==> config.mk <==
export PLATFORM = sky130hd
export DESIGN_NAME = pp_xfer_buf
export DESIGN_NICKNAME = d
export VERILOG_FILES = /design/src/rtl/pp_pkg.sv /design/src/rtl/pp_bank.sv /design/src/rtl/pp_engine.sv /design/src/rtl/pp_xfer_buf.sv
export SDC_FILE = /design/constraint.sdc
export NUM_CORES = 1
export LEC_CHECK = 0
export BUFFER_PORTS_ARGS = -buffer_cell sky130_fd_sc_hd__buf_2
export CELL_PAD_IN_SITES_DETAIL_PLACEMENT = 1
export CELL_PAD_IN_SITES_GLOBAL_PLACEMENT = 1
export CORE_MARGIN = 5
export CORE_UTILIZATION = 47
export DETAILED_ROUTE_END_ITERATION = 10
export GPL_ROUTABILITY_DRIVEN = 1
export HOLD_SLACK_MARGIN = 0.15
export PLACE_DENSITY_LB_ADDON = 0.1
export SLEW_MARGIN = 0
export SYNTH_ARGS = -nofsm -noshare
export SYNTH_HDL_FRONTEND = slang
export SYNTH_SLANG_ARGS = --single-unit
==> constraint.sdc <==
create_clock -name clk -period 3.3 [get_ports clk]
set_input_delay 0.825 -clock clk [delete_from_list [all_inputs] [get_ports clk]]
set_output_delay 0.825 -clock clk [all_outputs]
set_load 0.005 [all_outputs]
==> src/rtl/pp_pkg.sv <==
package pp_pkg;
    localparam int BYTE_W = 8;
    localparam int WORD_W = 2 * BYTE_W;
    localparam int CNT_W  = 2 * BYTE_W;

    typedef struct packed {
        logic [BYTE_W-1:0] hi;
        logic [BYTE_W-1:0] lo;
        logic [CNT_W-1:0]  remain;
        logic              half;
        logic [BYTE_W-1:0] stage;
        logic              done;
    } eng_st_t;
endpackage

==> src/rtl/pp_bank.sv <==
module pp_bank #(
    parameter int WORDS  = 8,
    parameter int WORD_W = 16
) (
    input  logic              clk,
    input  logic              rst_n,
    input  logic              push,
    input  logic [WORD_W-1:0] wdata,
    input  logic              pop,
    output logic [WORD_W-1:0] rdata,
    output logic              empty,
    output logic              full
);
    localparam int AW = (WORDS > 1) ? $clog2(WORDS) : 1;
    localparam int CW = AW + 1;

    typedef struct packed {
        logic [WORDS-1:0][WORD_W-1:0] mem;
        logic [AW-1:0]                wp;
        logic [AW-1:0]                rp;
        logic [CW-1:0]                cnt;
    } bank_st_t;

    bank_st_t st_d, st_q;
    logic do_push, do_pop;

    assign empty = (st_q.cnt == '0);
    assign full  = (st_q.cnt == CW'(WORDS));
    assign rdata = st_q.mem[st_q.rp];

    always_comb begin
        st_d    = st_q;
        do_push = push && !full;
        do_pop  = pop && !empty;
        if (do_push) begin
            st_d.mem[st_q.wp] = wdata;
            st_d.wp = (st_q.wp == AW'(WORDS - 1)) ? '0 : st_q.wp + 1'b1;
        end
        if (do_pop) begin
            st_d.rp = (st_q.rp == AW'(WORDS - 1)) ? '0 : st_q.rp + 1'b1;
        end
        if (do_push && !do_pop) begin
            st_d.cnt = st_q.cnt + 1'b1;
        end else if (do_pop && !do_push) begin
            st_d.cnt = st_q.cnt - 1'b1;
        end
    end

    always_ff @(posedge clk or negedge rst_n) begin
        if (!rst_n) st_q <= '0;
        else        st_q <= st_d;
    end


    grow_chk: assert property (@(posedge clk) disable iff (!rst_n)
        (push && !pop && !full) |=> (st_q.cnt == $past(st_q.cnt) + 1'b1));

    full_hold_chk: assert property (@(posedge clk) disable iff (!rst_n)
        (full && push && !pop) |=> (full && $stable(st_q.wp)));
endmodule

==> src/rtl/pp_engine.sv <==
module pp_engine
    import pp_pkg::*;
(
    input  logic              clk,
    input  logic              rst_n,
    input  logic              dir_in,
    input  logic              cnt_hi_we,
    input  logic              cnt_lo_we,
    input  logic [BYTE_W-1:0] cnt_byte,
    input  logic              cnt_set,
    input  logic              flip,
    input  logic              bank_empty,
    input  logic              bank_full,
    input  logic [WORD_W-1:0] bank_head,
    input  logic              take,
    input  logic              put,
    input  logic [BYTE_W-1:0] byte_in,
    output logic [BYTE_W-1:0] byte_out,
    output logic              byte_valid,
    output logic              room,
    output logic              bank_push,
    output logic [WORD_W-1:0] bank_wdata,
    output logic              bank_pop,
    output logic              done
);
    eng_st_t st_d, st_q;
    logic armed, last, xfer_in, xfer_out;

    assign armed      = (st_q.remain != '0);
    assign last       = (st_q.remain == CNT_W'(1));
    assign byte_valid = dir_in && armed && !bank_empty;
    assign room       = !dir_in && armed && !bank_full;
    assign byte_out   = st_q.half ? bank_head[WORD_W-1:BYTE_W] : bank_head[BYTE_W-1:0];
    assign done       = st_q.done;
    assign xfer_in    = byte_valid && take && !cnt_set && !flip;
    assign xfer_out   = room && put && !cnt_set && !flip;

    always_comb begin
        st_d       = st_q;
        bank_push  = 1'b0;
        bank_pop   = 1'b0;
        bank_wdata = '0;
        if (cnt_hi_we) st_d.hi = cnt_byte;
        if (cnt_lo_we) st_d.lo = cnt_byte;
        if (xfer_in) begin
            st_d.remain = st_q.remain - 1'b1;
            if (st_q.half || last) begin
                bank_pop  = 1'b1;
                st_d.half = 1'b0;
            end else begin
                st_d.half = 1'b1;
            end
            if (last) st_d.done = 1'b1;
        end
        if (xfer_out) begin
            st_d.remain = st_q.remain - 1'b1;
            if (st_q.half) begin
                bank_push  = 1'b1;
                bank_wdata = {byte_in, st_q.stage};
                st_d.half  = 1'b0;
            end else if (last) begin
                bank_push  = 1'b1;
                bank_wdata = {{BYTE_W{1'b0}}, byte_in};
            end else begin
                st_d.stage = byte_in;
                st_d.half  = 1'b1;
            end
            if (last) st_d.done = 1'b1;
        end
        if (flip) begin
            st_d.half  = 1'b0;
            st_d.stage = '0;
        end
        if (cnt_set) begin
            st_d.remain = {st_q.hi, st_q.lo};
            st_d.half   = 1'b0;
            st_d.stage  = '0;
            st_d.done   = 1'b0;
        end
    end

    always_ff @(posedge clk or negedge rst_n) begin
        if (!rst_n) st_q <= '0;
        else        st_q <= st_d;
    end


    done_hold_chk: assert property (@(posedge clk) disable iff (!rst_n)
        (st_q.done && !cnt_set) |=> st_q.done);

    done_clear_chk: assert property (@(posedge clk) disable iff (!rst_n)
        cnt_set |=> !st_q.done);

    arm_only_on_set_chk: assert property (@(posedge clk) disable iff (!rst_n)
        (!cnt_set && st_q.remain == '0) |=> (st_q.remain == '0));

    count_dec_chk: assert property (@(posedge clk) disable iff (!rst_n)
        (dir_in && take && byte_valid && !cnt_set && !flip)
        |=> (st_q.remain == $past(st_q.remain) - 1'b1));
endmodule

==> src/rtl/pp_xfer_buf.sv <==
module pp_xfer_buf
    import pp_pkg::*;
#(
    parameter int WORDS = 8
) (
    input  logic              clk,
    input  logic              rst_n,
    input  logic              dir_in,
    input  logic              host_wr_en,
    input  logic [WORD_W-1:0] host_wr_data,
    input  logic              host_rd_en,
    output logic [WORD_W-1:0] host_rd_data,
    input  logic              cnt_hi_we,
    input  logic              cnt_lo_we,
    input  logic [BYTE_W-1:0] cnt_byte,
    input  logic              cnt_set,
    input  logic              flip,
    input  logic              eng_take,
    output logic [BYTE_W-1:0] eng_byte_out,
    output logic              eng_byte_valid,
    input  logic              eng_put,
    input  logic [BYTE_W-1:0] eng_byte_in,
    output logic              eng_room,
    output logic              host_empty,
    output logic              host_full,
    output logic              alt_empty,
    output done
);
    localparam int NBANK = 2;

    logic sel_d, sel_q;
    logic              b_push  [NBANK];
    logic              b_pop   [NBANK];
    logic              b_empty [NBANK];
    logic              b_full  [NBANK];
    logic [WORD_W-1:0] b_wdata [NBANK];
    logic [WORD_W-1:0] b_rdata [NBANK];

    logic              e_push, e_pop;
    logic [WORD_W-1:0] e_wdata;
    logic              eng_sel;

    assign eng_sel = ~sel_q;

    always_comb begin
        sel_d = sel_q;
        if (flip) sel_d = ~sel_q;
    end

    always_ff @(posedge clk or negedge rst_n) begin
        if (!rst_n) sel_q <= 1'b0;
        else        sel_q <= sel_d;
    end

    for (genvar g = 0; g < NBANK; g++) begin : g_bank
        logic is_eng;
        assign is_eng     = (eng_sel == 1'(g));
        assign b_push[g]  = is_eng ? e_push  : host_wr_en;
        assign b_pop[g]   = is_eng ? e_pop   : host_rd_en;
        assign b_wdata[g] = is_eng ? e_wdata : host_wr_data;

        pp_bank #(.WORDS(WORDS), .WORD_W(WORD_W)) u_bank (
            .clk   (clk),
            .rst_n (rst_n),
            .push  (b_push[g]),
            .wdata (b_wdata[g]),
            .pop   (b_pop[g]),
            .rdata (b_rdata[g]),
            .empty (b_empty[g]),
            .full  (b_full[g])
        );
    end

    assign host_rd_data = b_rdata[sel_q];
    assign host_empty   = b_empty[sel_q];
    assign host_full    = b_full[sel_q];
    assign alt_empty    = b_empty[eng_sel];

    pp_engine u_engine (
        .clk        (clk),
        .rst_n      (rst_n),
        .dir_in     (dir_in),
        .cnt_hi_we  (cnt_hi_we),
        .cnt_lo_we  (cnt_lo_we),
        .cnt_byte   (cnt_byte),
        .cnt_set    (cnt_set),
        .flip       (flip),
        .bank_empty (b_empty[eng_sel]),
        .bank_full  (b_full[eng_sel]),
        .bank_head  (b_rdata[eng_sel]),
        .take       (eng_take),
        .put        (eng_put),
        .byte_in    (eng_byte_in),
        .byte_out   (eng_byte_out),
        .byte_valid (eng_byte_valid),
        .room       (eng_room),
        .bank_push  (e_push),
        .bank_wdata (e_wdata),
        .bank_pop   (e_pop),
        .done       (done)
    );


    flip_swap_chk: assert property (@(posedge clk) disable iff (!rst_n)
        flip |=> (sel_q != $past(sel_q)));

    idle_engine_chk: assert property (@(posedge clk) disable iff (!rst_n)
        (eng_byte_valid || eng_room) |-> !(eng_byte_valid && eng_room));
endmodule

Word level (Yosys, flattened, before mapping)
Cells that the tools add are included.
- add/sub/neg operators: 9
- $lt $le $gt $ge: 8
- equal/unequal tests: 9
- muxes and demuxes: 62
- bitwise operators: 3
- reduce and logical (&&, ||, !) cells: 42
- operator list (kind ; number):
    $bwmux W128 ; 2
    $mux W16 ; 14
    $bmux W16 S3 ; 2
    $demux W16 S3 ; 2
    $mux W26 ; 2
    $mux W1 ; 26
    $mux W8 ; 3
    $logic_and A1 B1 Y1 ; 20
    $mux W9 ; 2
    $mux W17 ; 1
    $eq A16 B1 Y1 const B ; 1
    $lt A3 B4 Y1 const B ; 4
    $mux W4 ; 4
    $reduce_bool A16 Y1 ; 1
    $sub A16 B1 Y16 const B ; 1
    $logic_not A1 Y1 ; 13
    $add A3 B1 Y3 const B ; 4
    $eq A3 B3 Y1 const B ; 4
    $mux W3 ; 4
    $add A4 B1 Y4 const B ; 2
    $eq A4 B4 Y1 const B ; 2
    $logic_not A4 Y1 ; 2
    $sub A4 B1 Y4 const B ; 2
    $ge A3 B1 Y1 const B ; 2
    8 further kinds ; 13
- flip-flop bits (word level): 319
- input port bits: 43
- output and inout bits: 30
- word-level logic and storage cells: 162

Longest topological paths before layout
Gate-level depths: netlist of the first run.
- depth after elaboration: 17
- depth in mapped cells: 15
- gate-level depth less buffers: 15

Modules after synthesis
A second synthesis of the first run with hierarchy kept.
- cell total of the unflattened synthesis: 1099
- area, all modules: 16495.8 µm²
- modules (own cells, without submodules) (module ; times used ; cells each ; area an instance (µm²) ; seq. area each (µm²)):
    pp_bank (g_bank[1].u_bank) ; 1 ; 390 ; 6447.4 ; 3453.3
    pp_bank (g_bank[0].u_bank) ; 1 ; 389 ; 6398.6 ; 3453.3
    pp_engine ; 1 ; 238 ; 2394.8 ; 1051.0
    pp_xfer_buf ; 1 ; 82 ; 1255.0 ; 25.0

Worst setup path before layout of the first run
No wires, ideal clock.
- path kind: reg-to-reg
- start point: register u_engine.st_q[16] (netlist name)
- end point: register g_bank[1].u_bank.st_q[3] (netlist name)
- library setup time: 0.125 ns
- data arrival time: 3.498 ns
- data required time: 3.175 ns
- setup slack: -0.323 ns
- stages on the path, launching flop included: 15
- buffers on the path: 1
- clock period less this slack: 3.623 ns
- path through: dfrtp_1 -> or4_4 -> or4_1 -> o311a_1 -> a31oi_1 -> buf_4 -> nor2_1 -> ha_1 -> inv_1 -> ha_1 -> a21o_1 -> a21oi_1 -> xnor2_1 -> nor2_1 -> xor2_1
- longest elaborated chain between the ends: 12
- elaborated cells between the ends (all ways): 28
- classes of those cells: 1 x eq/ne; 8 x mux; 19 x reduce/logical
- RTL lines (what ; line ; source):
    start, declared ; pp_engine.sv:26 ; eng_st_t st_d, st_q;
    start signal, assigned ; pp_engine.sv:84 ; else st_q <= st_d;
    $reduce_bool A16 Y1 ; pp_engine.sv:29 ; assign armed = (st_q.remain != '0);
    $logic_and A1 B1 Y1 (2 in series) ; pp_engine.sv:32 ; assign room = !dir_in && armed && !bank_full;
    $logic_and A1 B1 Y1 (3 in series) ; pp_engine.sv:36 ; assign xfer_out = room && put && !cnt_set && !flip;
    $mux W1 * ; pp_engine.sv:55 ; if (xfer_out) begin
    $mux W1 * ; pp_xfer_buf.sv:58 ; assign b_push[g] = is_eng ? e_push : host_wr_en;
    $logic_and A1 B1 Y1 * ; pp_bank.sv:33 ; do_push = push && !full;
    net g_bank[1].u_bank.do_push ; pp_bank.sv:25 ; logic do_push, do_pop;
    $logic_not A1 Y1 ; pp_bank.sv:44 ; end else if (do_pop && !do_push) begin
    $logic_and A1 B1 Y1 ; pp_bank.sv:44 ;
    $reduce_bool A2 Y1 (no line) ; -- ;
    end signal, assigned ; pp_bank.sv:51 ; else st_q <= st_d;
    end, declared ; pp_bank.sv:24 ; bank_st_t st_d, st_q;
Mark *: on every way through the listed nets, which the timed path passes. The rest lies on a longest branch.
A chain may end at the register's enable or synchronous reset.

Final worst setup path of the first run
- start point: register g_bank[0].u_bank.st_q[4] (netlist name)
- end point: output port eng_byte_out[5]
- longest elaborated chain between the ends: 6
- RTL lines (what ; line ; source):
    start, declared ; pp_bank.sv:24 ;
    start signal, assigned ; pp_bank.sv:51 ;
    $bmux W16 S3 ; pp_bank.sv:29 ; assign rdata = st_q.mem[st_q.rp];
    $mux W16 (not written as such) ; pp_bank.sv:29 ;
    $mux W16 (not written as such) (3 in series) ; pp_xfer_buf.sv:90 ; .bank_head (b_rdata[eng_sel]),
    $mux W8 ; pp_engine.sv:33 ; assign byte_out = st_q.half ? bank_head[WORD_W-1:BYTE_W] : bank_head[BYTE_W-1:0];
    end, declared ; pp_xfer_buf.sv:19 ; output logic [BYTE_W-1:0] eng_byte_out,
Every way passes these cells. The select of a mux whose other input is x is not followed.

==> results of run 1 <==
routing by layer:
layer,vias to the layer above,GRT usage (%),wire length (µm)
met4,0,7.16,1170
met5,-,0,0
met2,178,39.6,20700
met1,5305,33.2,19200
li1,4446,-,-
met3,71,3.51,1760
metrics by stage:
| stage | instances | instance area (µm²) | hold slack [ns] | TNS, ns |
|---|---|---|---|---|
| 5_1_grt | 1718 | 18900 | 0.333 | -2.31 |
| 3_5_place_dp | 1630 | 17200 | 0.471 | -9.67 |
| 4_1_cts | 1717 | 18900 | 0.312 | -1.48 |
| 2_1_floorplan | 1098 | 15700 | 0.444 | -0.533 |
| 3_3_place_gp | 1630 | 17200 | 0.459 | -0.465 |
| 6_report | 1718 | 18900 | 0.289 | -1.36 |
state kept, by name, summed over array words and instances, names as in the netlist:
name                cells
u_engine.done           1
g_bank.is_eng           1
u_engine.st_q          41
g_bank.u_bank.st_q    276
cells in the mapped netlist (12+ instances only):
cell	count
o21ai_0	20
ha_1	16
buf_2	12
mux2_2	323
mux4_2	71
nand2_1	41
o311ai_0	13
a22o_1	33
buf_1	13
nor2_1	61
dfrtp_1	319
clkbuf_1	30
timing repair:
action | 4_1_cts | 5_1_grt
endpoints found under the setup margin | 170 | 60
gates cloned | 3 | 0
resized for setup | 31 | 18
setup buffers | 17 | 2
pin swaps | 11 | 7
cell families (layout without fill, tap and decap cells):
| group | after synthesis | after routing | share of synthesized area [%] |
|---|---|---|---|
| flops | 319 | 319 | 51.0 |
| compound gates | 107 | 107 | 5.30 |
| fa+ha+maj | 18 | 18 | 1.54 |
| mux | 397 | 397 | 33.7 |
| simple gates | 170 | 170 | 5.65 |
| buf+inv | 76 | 254 | 2.21 |
| xor+xnor | 11 | 11 | 0.616 |
layout make-up:
| class | instances | area share (%) |
|---|---|---|
| sequential | 319 | 42.2 |
| timing repair buffer | 176 | 8.07 |
| inverter | 11 | 0.232 |
| multi-input combinational | 703 | 39.9 |
| tap | 442 | 2.92 |
| clock inverter | 9 | 0.410 |
| clock buffer | 58 | 6.24 |
worst max path at each step:
stage | start | endpoint | slack [ns] | depth (start not counted)
floorplan | u_engine.st_q[14] | g_bank[0].u_bank.st_q[3] | -0.21 | 13
global placement | u_engine.st_q[17] | g_bank[1].u_bank.st_q[3] | -0.14 | 13
detailed placement | u_engine.st_q[17] | g_bank[1].u_bank.st_q[3] | -0.21 | 13
CTS | g_bank[0].u_bank.st_q[4] | eng_byte_out[0] | -0.20 | 6
global route | g_bank[0].u_bank.st_q[4] | eng_byte_out[6] | -0.25 | 6
finish | g_bank[0].u_bank.st_q[4] | eng_byte_out[5] | -0.18 | 6
power breakdown:
part           internal [mW]  leakage (nW)  switching (mW)
Clock                   2.54         0.614            1.64
Sequential              5.47          4.10           0.912
Combinational           4.89          3.90            3.98
==> impl_results.md, run 1 <==
* Initial Utilization at 47.8%
* Portion of synthesized cell area occupied by the leading cell type at 51.0%
* I/O pin count at 73
* Starting DRT DRC Count at 529
* Count of antenna-violating nets left after detailed routing at 0
* Core utilization of the finished layout at 57.8%
* Vias in the first global route at 11161
* Final layout net count at 1310
* Count of port buffers added during placement at 72
* Largest net degree at the start of global routing at 78
* Combined area of all synthesized cells at 15600 µm²
* Worst Hold Class: in -> async
* R2r startpoint: u_engine.st_q[17]
* Most frequent cells in the layout: 316 x dfrtp_1, 305 x mux2_2, 74 x buf_4
* Worst-Skew Late Latency at 0.53 ns
* Ys async rst share at 100%
* ANT cells at 0
* Number of sinks driven by the clock tree at 319
* Global-route wire length before repair at 67900 µm
* Average cell area after synthesis at 14.2 µm²
* Die width at 192 µm
* Root buffer cell: clkbuf_16
* Sequential share of the synthesized area at 51.0%
* RSZ-0062 raised after global routing: true
* Filler cells at 3203
* TritonCTS clock tree: built
* CP startpoint kind: flop
* Largest buffer count on any clock path at 3
* Height of the die at 192 µm
* Antenna violations before repair at 2
* Clock-pin slew reported for the worst setup and hold paths after clock tree synthesis at 0.06 ns
* Terminus of the critical flop-to-flop path: g_bank[0].u_bank.st_q[3]
* Worst setup slack for register-to-register paths at -0.06 ns
* Total area of multi-input combinational cells at 7540 µm²
* Final cycle utilization of the critical path at 106%
* Quantity of hold-fixing buffers added after cts at 0
* Via-per-instance ratio at 5.82
* Slowest library cell on the worst path: mux4_2
* Number of setup violations in the final report at 11
* # DRC at 0
* Worst clock skew at 0.0207 ns
* Pwr Density at 1030 nW/µm²
* Highest cell delay on the worst timing path at 0.51 ns
* Cell count after synthesis at 1098
* Flip-flop and latch area at 7990 µm²
* Biggest area contributors in the synthesized netlist: dfrtp_1 51%, mux2_2 23%, mux4_2 10%, a22o_1 1.8%, nor2_1 1.5%
* Final max-slew violation count at 0
* Yosys warning total at 0
* Most frequent standard cell in the layout excluding fill and tap cells: dfrtp_1
* Worst slew margin relative to its limit at 19.0%
* Detail-routed net length per standard cell at 24.9 µm
* First-pass detailed-route iteration total at 4
* Via count at 10000
* Violations in the final reports: setup timing
* Clock period minus worst slack at 3.48 ns
* Worst path cell trace: buf_12 -> buf_16 -> mux4_2 -> mux2_4 -> mux4_2 -> buf_2
* Leading area contributor after synthesis: dfrtp_1
* Relative area change from synthesis to final layout at 20.9%
* Main synth FF type: dfrtp_1
* Total power of the final layout at 19.4 mW
* Global placement routability congestion at 0.794
* Area of the core at 32700 µm²
* Flop and latch count out of synthesis at 319
* Worst Setup Slack post-DPL at -0.214 ns
* Proportion of layout cells with a drive suffix above 1 at 53.8%
* Final global-route overflow total at 0
* Sum of buffers and inverters on the critical path at 3
* Cell leakage power at 8.62 nW
* Type of element capturing the critical path: output port
* GRT Resource Usage Total at 24.0%
* Dominant cell type by count on the critical path: mux4_2
* Top delay family on crit path: multiplexers
* IR Drop Worst-Case VDD at 420 µV
* DP HPWL at 28100 µm
* Crit Path Max Fanout at 7
* Number of unique standard cell types used by synthesis at 60
* Worst Max-Slew Pin Slew at 1.21 ns
* MaxCap Viol Count at 0
* Data required time of the worst path at 2.47 ns
* Number of enable-type register cells in the synthesized netlist at 0
* Number of cells traversed by the worst register-to-register path at 15
* Data arrival at the endpoint of the critical path at 2.66 ns
* Number of rows created at floorplan at 66
* Count of H-tree levels built during CTS at 2
* Maximum clock rate at 287 MHz
* WL final at 42800 µm
* Die Area at 37000 µm²
* Final setup slack of the worst path at -0.182 ns
* Run status: finished with violations
* CTS buffer count at 38
* Path type of the worst setup path: reg -> out
* Syn nets at 1159
* Final Hold Fails at 0
No activity file was read; power rests on OpenSTA's default activity.
==> run 2, diff against run 1 <==
Settings changed: ABC_AREA set to 1, CORE_UTILIZATION 47 to 42, CTS_BUF_LIST set to sky130_fd_sc_hd__clkbuf_8 sky130_fd_sc_hd__clkbuf_16.
==> run 2 against run 1 <==
Effect of this change: the flow now finishes without violations; non-clock buffer count decreased by 19; area after synthesis rose by 7.4%; clock power down 6.9%; highest routed layer unchanged; sequential cell count did not move; utilization is 9.4 points lower; hold slack worse by 0.014 ns; combinational power up 11%; fmax up 6.5%; via count grew 60%.
==> impl_results.md, run 2 <==
* Worst Hold Class: in -> async
* Number of enable-type register cells in the synthesized netlist at 0 (unchanged)
* Main synth FF type: dfrtp_1
* Dominant cell type by count on the critical path: inv_1
* Final max-slew violation count at 0 (unchanged)
* DP HPWL at 39000 µm (+39%)
* Number of rows created at floorplan at 73 (+11%)
* Worst setup slack for register-to-register paths at 0.31 ns (+0.37 ns)
* Root buffer cell: clkbuf_16
* Clk pwr share at 19.5% (-2.0 points)
* Final setup slack of the worst path at 0.0293 ns (+0.211 ns)
* Switching component of the power at 9.20 mW (+41%)
* # DRC at 0 (unchanged)
* Cell leakage power at 9.97 nW (+16%)
* Final cycle utilization of the critical path at 99.1% (-6.4 points)
* Maximum clock rate at 306 MHz (+6.5%)
* Portion of synthesized cell area occupied by the leading cell type at 47.5% (-3.5 points)
* First-pass detailed-route iteration total at 5 (+1)
* Slowest library cell on the worst path: dfrtp_1
* Flip-flop count of the largest register, all copies and words added at 276 (unchanged)
* Height of the die at 210 µm (+9.1%)
* Number of setup violations in the final report at 0 (-11)
* Initial Utilization at 42.4% (-5.5 points)
* Proportion of layout cells with a drive suffix above 1 at 12.1% (-42 points)
* I/O pin count at 73 (unchanged)
* Clock-pin slew reported for the worst setup and hold paths after clock tree synthesis at 0.06 ns (about the same)
* Path type of the worst setup path: reg -> out
* ANT cells at 0 (unchanged)
* Largest registers: g_bank.u_bank.st_q x276, u_engine.st_q x41
* Data required time of the worst path at 2.47 ns (about the same)
* Detail-routed net length per standard cell at 21.7 µm (-13%)
* Internal portion of total power at 10.8 mW (-16%)
* Sw Ratio at 46.1% (+12 points)
* Pwr Density at 1040 nW/µm² (+1.2%)
* Clock period minus worst slack at 3.27 ns (-0.211 ns)
* CTS buffer count at 39 (+2.6%)
* CP startpoint kind: flop
* Die Area at 44100 µm² (+19%)
* Worst Setup Slack post-DPL at 0.103 ns (+0.317 ns)
* IR Drop Worst-Case VDD at 855 µV (+100%)
* R2r startpoint: u_engine.st_q[10]
* Via-per-instance ratio at 5.68 (-2.4%)
* Die width at 210 µm (+9.1%)
* Global placement routability congestion at 0.845 (+6.4%)
* GRT Resource Usage Total at 27.4% (+3.4 points)
* Relative area change from synthesis to final layout at 14.3%
* Worst Max-Slew Pin Slew at 0.693 ns (-0.512 ns)
* Run status: finished, final reports clean
* Worst clock skew at 0.0144 ns (-0.00626 ns)
* Final global-route overflow total at 0 (unchanged)
* Relative contribution of sequential cells to total power at 31.4% (-1.5 points)
* Last element of the critical path: eng_byte_out[3]
* Terminus of the critical flop-to-flop path: g_bank[1].u_bank.st_q[3]
* Cell count after synthesis at 2214 (+100%)
* WL final at 61000 µm (+43%)
* Largest net degree at the start of global routing at 135 (+73%)
* Leading area contributor after synthesis: dfrtp_1
* Count of port buffers added during placement at 72 (unchanged)
* Antenna violations before repair at 0 (-2)
* Global-route wire length before repair at 96100 µm (+41%)
* Crit Path Max Fanout at 10 (+3)
* Most frequent standard cell in the layout excluding fill and tap cells: nand2_1
* MaxCap Viol Count at 0 (unchanged)
* Area of the core at 39600 µm² (+21%)
* Type of element capturing the critical path: output port
* Most frequent cells in the layout: 733 x nand2_1, 324 x nand3_1, 315 x dfrtp_1
* Top post-synthesis cells by count: 733 x nand2_1, 325 x nand3_1, 319 x dfrtp_1
* Filler cells at 4948 (+54%)
* Crit. Startpoint: g_bank[1].u_bank.st_q[5]
* Syn nets at 2275 (+96%)
* Yosys warning total at 0 (unchanged)
* Combined area of all synthesized cells at 16800 µm² (+7.4%)
* Average cell area after synthesis at 7.59 µm² (-47%)
* Highest cell delay on the worst timing path at 0.37 ns (-0.14 ns)
* Starting DRT DRC Count at 1088 (+110%)
* Count of antenna-violating nets left after detailed routing at 0 (unchanged)
* Vias in the first global route at 16521 (+48%)
* Largest reg by FF count: g_bank.u_bank.st_q
* Data arrival at the endpoint of the critical path at 2.45 ns (-0.21 ns)
* Worst-Skew Late Latency at 0.55 ns (+0.02 ns)
* RSZ-0062 raised after global routing: true
* Count of H-tree levels built during CTS at 2 (unchanged)
* Biggest area contributors in the synthesized netlist: dfrtp_1 48%, nand2_1 16%, nand3_1 9.7%, o21ai_0 6.2%, nor2_1 4.7%
* TritonCTS clock tree: built
* Largest buffer count on any clock path at 3 (unchanged)
* Combinational cell fraction of total power at 49.1% (+3.5 points)
* Final Hold Fails at 0 (unchanged)
* Sequential share of the synthesized area at 47.5% (-3.5 points)
* Ys async rst share at 100% (unchanged)
* Worst slew margin relative to its limit at 53.8% (+35 points)
* Number of unique standard cell types used by synthesis at 34 (-43%)
* Most frequent cell after synthesis: nand2_1
* Flop and latch count out of synthesis at 319 (unchanged)
* Number of cells traversed by the worst register-to-register path at 18 (+3)
* Worst path cell trace: inv_1 -> buf_4 -> o21ai_0 -> o22ai_1 -> mux2i_2 -> inv_1 -> o21ai_1 -> nand2_1 -> buf_2
* Via count at 15993 (+60%)
* Total Negative Setup Slacks at 0 ns (+1.36 ns)
* Final layout net count at 2331 (+78%)
* Number of sinks driven by the clock tree at 319 (unchanged)
==> run 2: cells by family after synthesis <==
| family | share of synthesized area [%] |
|---|---|
| multiplexers | 2.58 |
| AO/OA/AOI/OAI | 8.88 |
| adder cells (fa/ha/maj) | 1.43 |
| buffers and inverters | 5.66 |
| XOR/XNOR | 0.573 |
| AND/OR/NAND/NOR | 33.4 |
| flip-flops | 47.5 |
==> run 2: critical path: cells and delay by family (launching register included) <==
kind / cells / cell delay, ns
flops: 1 / 0.37
mux: 1 / 0.32
compound gates: 3 / 0.38
buf+inv: 4 / 0.72
simple gates: 1 / 0.10
==> run 2: cell type report <==
type | instances | area (µm²) | share of cell area, %
inverter | 72 | 277 | 1.44
sequential | 319 | 7990 | 41.6
clock buffer | 44 | 1040 | 5.44
multi-input combinational | 1681 | 7980 | 41.5
tap | 525 | 657 | 3.42
timing repair buffer | 157 | 1200 | 6.25
clock inverter | 17 | 70.1 | 0.365
==> run 2: through the flow <==
| step | instance area, µm² | hold slack [ns] | cells | util, % | power, mW |
|---|---|---|---|---|---|
| final | 19200 | 0.275 | 2815 | 48.5 | 20.0 |
| after detailed placement | 18000 | 0.461 | 2752 | 45.5 | 16.0 |
| after floorplan | 16800 | 0.444 | 2214 | - | 12.2 |
| after global routing | 19200 | 0.318 | 2815 | 48.5 | 21.4 |
| after CTS | 19200 | 0.284 | 2815 | 48.4 | 20.0 |
| after global placement | 18000 | 0.456 | 2752 | 45.5 | 15.6 |
==> run 2: power by group through the flow <==
stage	clock network, mW	logic, mW	registers (mW)
floorplan	0	6.20	5.98
global route	4.14	10.8	6.46
finish	3.89	9.81	6.28
CTS	3.98	9.78	6.27
detailed placement	0	9.67	6.31
global placement	0	9.39	6.25
==> run 2: timing repair <==
| action | CTS | global route |
|---|---|---|
| pin swaps | 0 | 1 |
| gates resized for setup | 12 | 11 |
| setup buffers | 2 | 0 |
| endpoints found under the setup margin | 19 | 18 |
| hold buffers | 0 | 0 |
==> run 2: how the worst min path moves through the flow <==
stage / from / end / slack, ns
2_1_floorplan: g_bank[1].u_bank.st_q[51] / g_bank[1].u_bank.st_q[51] / 0.44
3_3_place_gp: g_bank[1].u_bank.st_q[93] / g_bank[1].u_bank.st_q[93] / 0.46
3_5_place_dp: g_bank[1].u_bank.st_q[32] / g_bank[1].u_bank.st_q[32] / 0.46
4_1_cts: rst_n / g_bank[1].u_bank.st_q[134] / 0.28
5_1_grt: rst_n / g_bank[1].u_bank.st_q[134] / 0.32
6_report: rst_n / g_bank[1].u_bank.st_q[38] / 0.28
==> run 2: metal layers <==
layer	global-route usage (%)	routed length, µm
met5	0	0
met2	43.1	27700
met1	39.8	28600
met4	7.27	1490
met3	4.33	3150
==> run 3, diff against run 2 <==
Settings changed: CORE_ASPECT_RATIO set to 1.5, CORE_MARGIN 5 to 3.
==> run 3 against run 2 <==
Effect of this change: the flow now finishes with violations (setup timing); total power rose by 3.1%; hold slack worse by 0.017 ns; critical path depth rose by 3; cell count decreased by 0.36%; cell area is 1.3% higher; die area down 3.7%; register-to-register slack worse by 0.06 ns; clock power increased by 3%; critical path type unchanged; critical endpoint is now eng_byte_out[4]; highest routed layer unchanged.
==> impl_results.md, run 3 (synthesis results as in run 2) <==
* Run status: finished with violations
* Violations in the final reports: setup timing
* DP HPWL at 40700 µm (+4.3%)
* Most frequent standard cell in the layout excluding fill and tap cells: nand2_1
* Type of element capturing the critical path: output port
* First-pass detailed-route iteration total at 5 (unchanged)
* I/O pin count at 73 (unchanged)
* Count of H-tree levels built during CTS at 2 (unchanged)
* Count of antenna-violating nets left after detailed routing at 0 (unchanged)
* Detail-routed net length per standard cell at 22.1 µm (+2.0%)
* Met1 routing resource usage after global routing at 35.8% (-4.0 points)
* Count of port buffers added during placement at 72 (unchanged)
* Worst-Skew Late Latency at 0.53 ns (-0.02 ns)
* Final std cell area, no fill at 19500 µm² (+1.3%)
* Most congested layer reported by global routing: met2
* Pwr Density at 1060 nW/µm² (+1.7%)
* Worst Setup Slack post-DPL at 0.0787 ns (-0.0244 ns)
* Final setup slack of the worst path at -0.0302 ns (-0.0595 ns)
* Filler cells at 4897 (-1.0%)
* Largest net degree at the start of global routing at 135 (unchanged)
* Proportion of layout cells with a drive suffix above 1 at 13.3% (+1.3 points)
* Cell area reported after detailed placement at 18000 µm² (-0.27%)
* Flip-flop and latch area at 7990 µm² (about the same)
* Met2 Track Usage GR at 51.5% (+8.4 points)
* Largest buffer count on any clock path at 3 (unchanged)
* Global-route wire length before repair at 96000 µm (about the same)
* Final max-slew violation count at 0 (unchanged)
* Via-per-instance ratio at 5.73 (+0.84%)
* # DRC at 0 (unchanged)
* ANT cells at 0 (unchanged)
* Final cycle utilization of the critical path at 101% (+1.8 points)
* GRT Resource Usage Total at 28.7% (+1.3 points)
* Worst Max-Slew Pin Slew at 0.783 ns (+0.0891 ns)
* Flip-flop count of the largest register, all copies and words added at 276 (unchanged)
* TritonCTS clock tree: built
* Largest reg by FF count: g_bank.u_bank.st_q
* Most frequent cells in the layout: 733 x nand2_1, 322 x nand3_1, 315 x dfrtp_1
* Worst Hold Class: in -> async
* Largest registers: g_bank.u_bank.st_q x276, u_engine.st_q x41
* Final layout net count at 2341 (+0.43%)
* Data required time of the worst path at 2.47 ns (about the same)
* Worst setup slack for register-to-register paths at 0.25 ns (-0.06 ns)
* Global placement routability congestion at 0.860 (+1.9%)
* Clock period minus worst slack at 3.33 ns (+0.0595 ns)
* Data arrival at the endpoint of the critical path at 2.51 ns (+0.06 ns)
* IR Drop Worst-Case VDD at 536 µV (-37%)
* Number of setup violations in the final report at 2 (+2)
* Vias in the first global route at 16893 (+2.3%)
* Antenna violations before repair at 0 (unchanged)
* WL final at 62000 µm (+1.7%)
* CTS buffer count at 36 (-7.7%)
* RSZ-0062 raised after global routing: true
* Height of the die at 251 µm (+19%)
* Initial Utilization at 42.6% (+0.24 points)
* Clock-pin slew reported for the worst setup and hold paths after clock tree synthesis at 0.06 ns (about the same)
* Path type of the worst setup path: reg -> out
* Worst clock skew at 0.0161 ns (+0.00165 ns)
* Root buffer cell: clkbuf_16
* Number of rows created at floorplan at 89 (+22%)
* Final Hold Fails at 0 (unchanged)
* Cell leakage power at 10.1 nW (+1.1%)
* Worst slew margin relative to its limit at 47.5% (-6.2 points)
* Met3 capacity usage during global routing at 2.34% (-2.0 points)
* Final global-route overflow total at 0 (unchanged)
* Die width at 169 µm (-19%)
* Number of sinks driven by the clock tree at 319 (unchanged)
* Via count at 16070 (+0.48%)
* Starting DRT DRC Count at 1079 (-0.83%)
* Total area of multi-input combinational cells at 8040 µm² (+0.75%)
* Maximum clock rate at 300 MHz (-1.8%)
* MaxCap Viol Count at 0 (unchanged)
* CP startpoint kind: flop
* Crit Path Max Fanout at 35 (+25)
* Die Area at 42500 µm² (-3.7%)
* Relative area change from synthesis to final layout at 15.9%
* Area of the core at 39400 µm² (-0.56%)
-- run 3: worst max-delay path, stage by stage, from the launching register on --
cell      delay [ns]
dfrtp_2         0.41
buf_12          0.14
buf_12          0.20
nor2_1          0.08
nor2_1          0.11
o21ai_0         0.11
o211ai_1        0.13
o21ai_1         0.12
a21oi_1         0.17
o21ai_2         0.08
buf_4           0.16
nand2_1         0.11
buf_2           0.13
-- run 3: final timing paths --
path / start / to / depth (start not counted)
setup / recovery: g_bank[0].u_bank.st_q[4] / eng_byte_out[4] / 12
hold / removal: rst_n / g_bank[0].u_bank.st_q[10] / 1
setup reg to reg: u_engine.st_q[21] / g_bank[1].u_bank.st_q[3] / 16
hold reg to reg: g_bank[1].u_bank.st_q[90] / g_bank[1].u_bank.st_q[90] / 2
max in group asynchronous: rst_n / g_bank[0].u_bank.st_q[23] / 2
min in group clk: g_bank[1].u_bank.st_q[90] / g_bank[1].u_bank.st_q[90] / 2
-- run 3: final cells by class --
type / instances / share of cell area, %
inverters: 72 / 1.47
clock inverters: 19 / 0.662
clock buffers: 44 / 5.25
well taps: 500 / 3.21
flip-flops and latches: 319 / 41.0
multi-input cells: 1681 / 41.3
repair buffers: 170 / 7.10
-- run 3: power by group --
part	switching (mW)	leakage [nW]	internal, mW	total (mW)
clock	1.66	0.619	2.34	3.99
combinational	6.82	5.31	3.48	10.3
sequential	0.942	4.15	5.36	6.30
total	9.42	10.1	11.2	20.6
-- run 3: through the flow --
step	util (%)	hold slack (ns)	instances	total power [mW]	setup TNS [ns]
floorplan	-	0.444	2214	12.2	0
global placement	45.7	0.457	2728	15.7	0
detailed placement	45.7	0.461	2728	16.0	0
CTS	48.8	0.289	2796	20.2	-0.0377
global route	49.4	0.313	2805	22.0	-0.305
finish	49.4	0.258	2805	20.6	-0.0388
-- run 3: layer usage --
metal	share of wire [%]	wire length, µm
met1	41	25400
met2	51	31900
met3	3.3	2040
met4	4.3	2680
met5	0	0
-- run 3: what timing repair did --
action,in CTS,in global routing
buffers inserted,4,7
hold buffers,0,0
gates resized for setup,14,55
pin swaps,0,9
cloned,1,2
endpoints found under the setup margin,21,18
